## src/rtl/ber_pkg.sv

```systemverilog
package ber_pkg;
  localparam int unsigned ERR_LIMIT_DEF = 97;
  // 500 us at 390.625 MHz, 1.25 ms at 312.5 MHz (rounded up)
  localparam int unsigned WIN_100G = 195313;
  localparam int unsigned WIN_40G  = 390625;

  function automatic logic hdr_bad(input logic [1:0] hdr);
    return hdr[1] ~^ hdr[0];
  endfunction
endpackage

```

## src/rtl/ber_hdr_check.sv

```systemverilog
module ber_hdr_check (
  input  logic       align_i,
  input  logic       vld_i,
  input  logic [1:0] hdr_i,
  output logic       bad_o
);
  assign bad_o = align_i & vld_i & ber_pkg::hdr_bad(hdr_i);
endmodule

```

## src/rtl/ber_win_timer.sv

```systemverilog
module ber_win_timer #(
  parameter int unsigned WIN_CYCLES = 195313
) (
  input  logic clk_i,
  input  logic rst_ni,
  input  logic align_i,
  output logic win_end_o
);
  localparam int unsigned TW = (WIN_CYCLES > 1) ? $clog2(WIN_CYCLES) : 1;
  localparam logic [TW-1:0] LAST = TW'(WIN_CYCLES - 1);

  logic [TW-1:0] cnt_q;

  assign win_end_o = align_i && (cnt_q == LAST);

  always_ff @(posedge clk_i or negedge rst_ni) begin
    if (!rst_ni)        cnt_q <= '0;
    else if (!align_i)  cnt_q <= '0;
    else if (win_end_o) cnt_q <= '0;
    else                cnt_q <= cnt_q + 1'b1;
  end

  p_timer_range_r6: assert property (@(posedge clk_i) disable iff (!rst_ni)
    cnt_q <= LAST);
  p_timer_reset_r8: assert property (@(posedge clk_i) disable iff (!rst_ni)
    !align_i |=> cnt_q == '0);
endmodule

```

## src/rtl/ber_err_count.sv

```systemverilog
module ber_err_count #(
  parameter int unsigned ERR_LIMIT = 97
) (
  input  logic clk_i,
  input  logic rst_ni,
  input  logic align_i,
  input  logic bad_i,
  input  logic win_end_i,
  output logic hit_o
);
  localparam int unsigned CW = $clog2(ERR_LIMIT + 1);
  localparam logic [CW-1:0] LIM = CW'(ERR_LIMIT);

  logic [CW-1:0] err_q, err_nxt;
  logic          sat;

  assign sat     = (err_q == LIM);
  assign err_nxt = err_q + CW'(bad_i && !sat);
  assign hit_o   = (err_nxt == LIM);

  always_ff @(posedge clk_i or negedge rst_ni) begin
    if (!rst_ni)        err_q <= '0;
    else if (!align_i)  err_q <= '0;
    else if (win_end_i) err_q <= '0;
    else                err_q <= err_nxt;
  end

  p_no_overflow_r5: assert property (@(posedge clk_i) disable iff (!rst_ni)
    err_q <= LIM);
  p_win_clear_r6: assert property (@(posedge clk_i) disable iff (!rst_ni)
    win_end_i |=> err_q == '0);
  p_idle_hold_r2: assert property (@(posedge clk_i) disable iff (!rst_ni)
    (align_i && !bad_i && !win_end_i) |=> $stable(err_q));
endmodule

```

## src/rtl/pcs_hdr_err_mon.sv

```systemverilog
module pcs_hdr_err_mon #(
  parameter int unsigned WIN_CYCLES = ber_pkg::WIN_100G,
  parameter int unsigned ERR_LIMIT  = ber_pkg::ERR_LIMIT_DEF
) (
  input  logic       clk_i,
  input  logic       rst_ni,
  input  logic       align_ok_i,
  input  logic       blk_vld_i,
  input  logic [1:0] sync_hdr_i,
  output logic       hi_ber_o,
  output logic       rx_accept_o
);
  logic bad, win_end, hit, hi_q;

  ber_hdr_check u_chk (
    .align_i (align_ok_i),
    .vld_i   (blk_vld_i),
    .hdr_i   (sync_hdr_i),
    .bad_o   (bad)
  );

  ber_win_timer #(.WIN_CYCLES(WIN_CYCLES)) u_tmr (
    .clk_i     (clk_i),
    .rst_ni    (rst_ni),
    .align_i   (align_ok_i),
    .win_end_o (win_end)
  );

  ber_err_count #(.ERR_LIMIT(ERR_LIMIT)) u_cnt (
    .clk_i     (clk_i),
    .rst_ni    (rst_ni),
    .align_i   (align_ok_i),
    .bad_i     (bad),
    .win_end_i (win_end),
    .hit_o     (hit)
  );

  // threshold hit wins over window close; the closing cycle's header is included
  always_ff @(posedge clk_i or negedge rst_ni) begin
    if (!rst_ni)         hi_q <= 1'b0;
    else if (!align_ok_i) hi_q <= 1'b0;
    else if (hit)        hi_q <= 1'b1;
    else if (win_end)    hi_q <= 1'b0;
  end

  assign hi_ber_o    = hi_q;
  assign rx_accept_o = align_ok_i & ~hi_q;

  p_set_on_hit_r3: assert property (@(posedge clk_i) disable iff (!rst_ni)
    (align_ok_i && hit) |=> hi_q);
  p_clear_at_end_r7: assert property (@(posedge clk_i) disable iff (!rst_ni)
    (align_ok_i && win_end && !hit) |=> !hi_q);
  p_drop_clears_r8: assert property (@(posedge clk_i) disable iff (!rst_ni)
    !align_ok_i |=> !hi_q);
  p_set_needs_hit_r3: assert property (@(posedge clk_i) disable iff (!rst_ni)
    $rose(hi_q) |-> $past(hit));
endmodule

```

## config.mk

```make
export PLATFORM = sky130hd
export DESIGN_NAME = pcs_hdr_err_mon
export DESIGN_NICKNAME = d
export VERILOG_FILES = /design/src/rtl/ber_pkg.sv /design/src/rtl/ber_hdr_check.sv /design/src/rtl/ber_win_timer.sv /design/src/rtl/ber_err_count.sv /design/src/rtl/pcs_hdr_err_mon.sv
export SDC_FILE = /design/constraint.sdc
export NUM_CORES = 1
export LEC_CHECK = 0
export ABC_AREA = 1
export ABC_CLOCK_PERIOD_IN_PS = 2500
export BUFFER_PORTS_ARGS = -buffer_cell sky130_fd_sc_hd__buf_4
export CAP_MARGIN = 10
export CORE_ASPECT_RATIO = 1.1
export CORE_UTILIZATION = 40
export DETAILED_ROUTE_END_ITERATION = 16
export GPL_TIMING_DRIVEN = 0
export SYNTH_ARGS = -nofsm -noshare
export SYNTH_HDL_FRONTEND = slang
export SYNTH_SLANG_ARGS = --single-unit
```

## constraint.sdc

```tcl
create_clock -name clk_i -period 2.5 [get_ports clk_i]
set_clock_uncertainty 0.2 [all_clocks]
set_input_delay 0.25 -clock clk_i [delete_from_list [all_inputs] [get_ports clk_i]]
set_output_delay 0.25 -clock clk_i [all_outputs]
set_load 0.02 [all_outputs]
```

==> flow_summary.rst <==
.. list-table::
   :header-rows: 1

   * - Metric
     - Value
   * - Buffer type at the clock tree root
     - sky130_fd_sc_hd__clkbuf_4
   * - Depth of the worst register-to-register path
     - 12
   * - Cells after synthesis
     - 194
   * - Die H
     - around 66 um
   * - Path class of the lowest-slack min-delay path
     - in2reg
   * - Outcome
     - finished, final reports clean
   * - Worst hold slack
     - around 0.09 ns
   * - Count of yosys warnings during synthesis
     - 0
   * - Final setup violation count
     - 0
   * - Setup repair after global routing missed its margin
     - false
   * - Final setup TNS
     - 0 ns
   * - Seq/Total Area, Yosys
     - 44.29%
   * - Number of detailed-route iterations in the first pass
     - 4
   * - Met3 routed WL
     - 62 um
   * - Maximum achievable frequency
     - ~450 MHz
   * - Placeable core area
     - 3413 um^2
   * - Transition time at the pin with the least slew margin
     - about 0.33 ns
   * - Initial antenna violation count
     - 0
   * - Post-CTS Setup Bufs
     - 0
   * - Max layer used
     - met4
   * - Filler Cells Inserted
     - 386
   * - Antenna viol nets, final
     - 0
   * - Std cell rows
     - 22
   * - DR DRC count
     - 0
   * - Port Buffer Count
     - 7
   * - Required time at the endpoint of the critical path
     - between 2 and 3 ns
   * - DRT iter0 DRCs
     - just over 50
   * - Count of clock tree sinks
     - 26
   * - Die width
     - ~60 um
   * - Max-cap check violation count
     - 0
   * - Total detailed-routing wirelength
     - roughly 2800 um
   * - Wirelength per Cell
     - 10.86 um
   * - Die area
     - 3919 um^2
   * - Clock tree from TritonCTS
     - done
   * - All-layer global routing usage
     - 16.52%
   * - Clock Pin Slew Worst Setup and Hold Paths
     - around 0.14 ns
   * - Vias in the first global route
     - around 1200
   * - Kind of critical path
     - reg2reg
   * - Peak supply drop
     - 0.0001810 V
   * - Critical Path Sink Type
     - register
   * - Mapped Area
     - ~1500 um^2
   * - Maximum fanout along the worst path
     - 4
   * - Critical Path Source Type
     - register
   * - H-tree depth reported by CTS
     - 1
   * - Synthesized area per cell
     - 7.572 um^2
   * - Number of buffers on the longest clock path
     - 2
   * - Clock period minus worst slack
     - ~2.2 ns
   * - Minimum setup slack among reg-to-reg paths
     - 0.29 ns
   * - Cts bufs inserted
     - 3
   * - Share of the clock period used by the worst path
     - 88.45%
   * - Layout net count
     - 218
   * - Starting utilization of the core area
     - about 43%
   * - Unique cell type count in the Yosys netlist
     - 19
   * - Total inserted antenna cells
     - 0
   * - Placed Instance Area
     - between 1500 and 2000 um^2
   * - Final-report max-slew violation count
     - 0
   * - Hold EP
     - u_tmr.cnt_q[3]
   * - Flops & latches, synth
     - 26
   * - Aggregate global routing overflow
     - 0
   * - Design area
     - 1628 um^2
   * - Later-pin clock latency in the skew report
     - 0.32 ns
   * - Hold Path Origin
     - align_ok_i
   * - Wire length of the first global-routing pass
     - about 4900 um
   * - Total number of vias
     - 1161
   * - Half-perimeter wire length after placement
     - approximately 2100 um
   * - Wire length on met1
     - between 1000 and 1500 um
   * - Leakage
     - roughly 0.00086 uW
   * - Number of failing hold endpoints at the final stage
     - 0
   * - Final GP Congestion
     - 0.8608
   * - Met2 wire len
     - around 1200 um
   * - Critical path data arrival time
     - roughly 2.3 ns
   * - Pin count of the biggest net entering global routing
     - 27
   * - Worst rel slew slack
     - about 78%
   * - Critical Path Start
     - u_cnt.err_q[3]
   * - Boundary Pins
     - 8
   * - P&R area growth vs syn
     - 10.82%
   * - Worst r2r src
     - u_cnt.err_q[3]
   * - Fraction of final layout cells sized beyond drive strength 1
     - roughly 9%
   * - Net count after synthesis
     - 205
   * - Mean number of vias per cell
     - 4.571
   * - Instance count along the most critical hold path
     - 3
   * - Worst reg2reg path endpoint
     - hi_ber_o
   * - Pwr per Cell Area
     - 429.7 nW/um^2
## cells in the final DEF, fill, tap and decap left out, drive strengths merged
| cell | n |
|---|---|
| a21oi | 1 |
| and2 | 1 |
| buf | 8 |
| clkbuf | 4 |
| dfrtp | 26 |
| dlygate4sd3 | 1 |
| ha | 5 |
| inv | 31 |
| nand2 | 54 |
| nand3 | 9 |
| nand3b | 2 |
| nand4 | 3 |
| nor2 | 44 |
| nor3 | 1 |
| nor4 | 1 |
| o21bai | 1 |
| xnor2 | 3 |
| xor2 | 11 |
## kinds of logic (layout without fill, tap and decap cells)
kind of cell / Yosys count / count (layout) / share of synthesized area (%)
and+or+nand+nor: 115 / 115 / 33.56
buffers and inverters: 32 / 44 / 8.688
DFF: 26 / 26 / 44.29
xor gates and xnor gates: 14 / 14 / 8.348
adders and majority gates: 5 / 5 / 4.259
AOI/OAI and AO/OA: 2 / 2 / 0.8517
## through the flow
stage                     std cells  power [uW]  worst slack, ns  utilization, %
after floorplan                 194       465.4           0.5398               -
after global placement          249       488.7           0.3190           46.33
after detailed placement        249       490.5           0.3093           46.33
after CTS                       254       710.5           0.2628           47.69
after global routing            254       727.8          0.03265           47.69
final                           254       699.4           0.2887           47.69
## synth_stat cells, drive strengths merged
library cell	number	area (um^2)
xor2	11	96.34
inv	31	116.4
nand2	54	202.7
nor4	1	6.260
xnor2	3	26.28
dfrtp	26	650.6
and2	1	7.510
ha	5	62.56
nand3	9	50.05
nor3	1	5.000
nand4	3	18.77
nand3b	2	15.01
a21oi	1	5.000
buf	1	11.26
nor2	44	187.7
o21bai	1	7.510
## metal layers
metal / global-route usage [%] / up-vias
met1: 21.61 / 544
met2: 26.94 / 12
met4: 6.395 / 0
met3: 2.559 / 2
met5: 0 / -
li1: - / 603
## how the worst max path moves through the flow
stage / depth (start not counted) / endpoint / slack (ns)
floorplan: 12 / hi_ber_o / 0.54
global placement: 12 / hi_ber_o / 0.32
detailed placement: 12 / hi_ber_o / 0.31
CTS: 12 / hi_ber_o / 0.26
global route: 12 / hi_ber_o / 0.03
finish: 12 / hi_ber_o / 0.29
## worst max-delay path, cell delays in order (launching register included)
cell and delay, ns:
sky130_fd_sc_hd__dfrtp_1 0.45, sky130_fd_sc_hd__inv_1 0.07, sky130_fd_sc_hd__nand4_1 0.08, sky130_fd_sc_hd__nor4_1 0.20, sky130_fd_sc_hd__nor3_1 0.10, sky130_fd_sc_hd__ha_1 0.19
sky130_fd_sc_hd__ha_1 0.28, sky130_fd_sc_hd__nand3b_1 0.16, sky130_fd_sc_hd__nor2_1 0.12, sky130_fd_sc_hd__nand2_1 0.07, sky130_fd_sc_hd__nor2_1 0.11, sky130_fd_sc_hd__nand3_1 0.07
sky130_fd_sc_hd__nand2_1 0.06
## registers in the layout, summed over array words and instances (netlist names)
signal	cells
u_cnt.err_q	7
u_tmr.cnt_q	18
hi_ber_o	1
## where the power goes
group / leakage, uW / total [uW] / internal (uW) / switching [uW]
logic: 0.000477 / 50.6 / 19.5 / 31.1
registers: 0.000360 / 432 / 426 / 5.72
clock network: 0.0000210 / 217 / 89.1 / 128
total: 0.000858 / 699 / 535 / 165
## area by class of cell
cell class	count	area, um^2	share of cell area [%]
multi-input cells	136	690.7	42.43
flip-flops and latches	26	650.6	39.97
inverters	31	116.4	7.148
repair buffers	8	62.56	3.843
well taps	48	60.06	3.689
clock buffers	4	36.28	2.229
plain buffers	1	11.26	0.6918
## timing repair
| action | in CTS | in global routing |
|---|---|---|
| hold buffers | 1 | 0 |
| gates resized for setup | 0 | 0 |
| hold endpoints to repair | 26 | 0 |
Power figures use the tool's default switching activity.
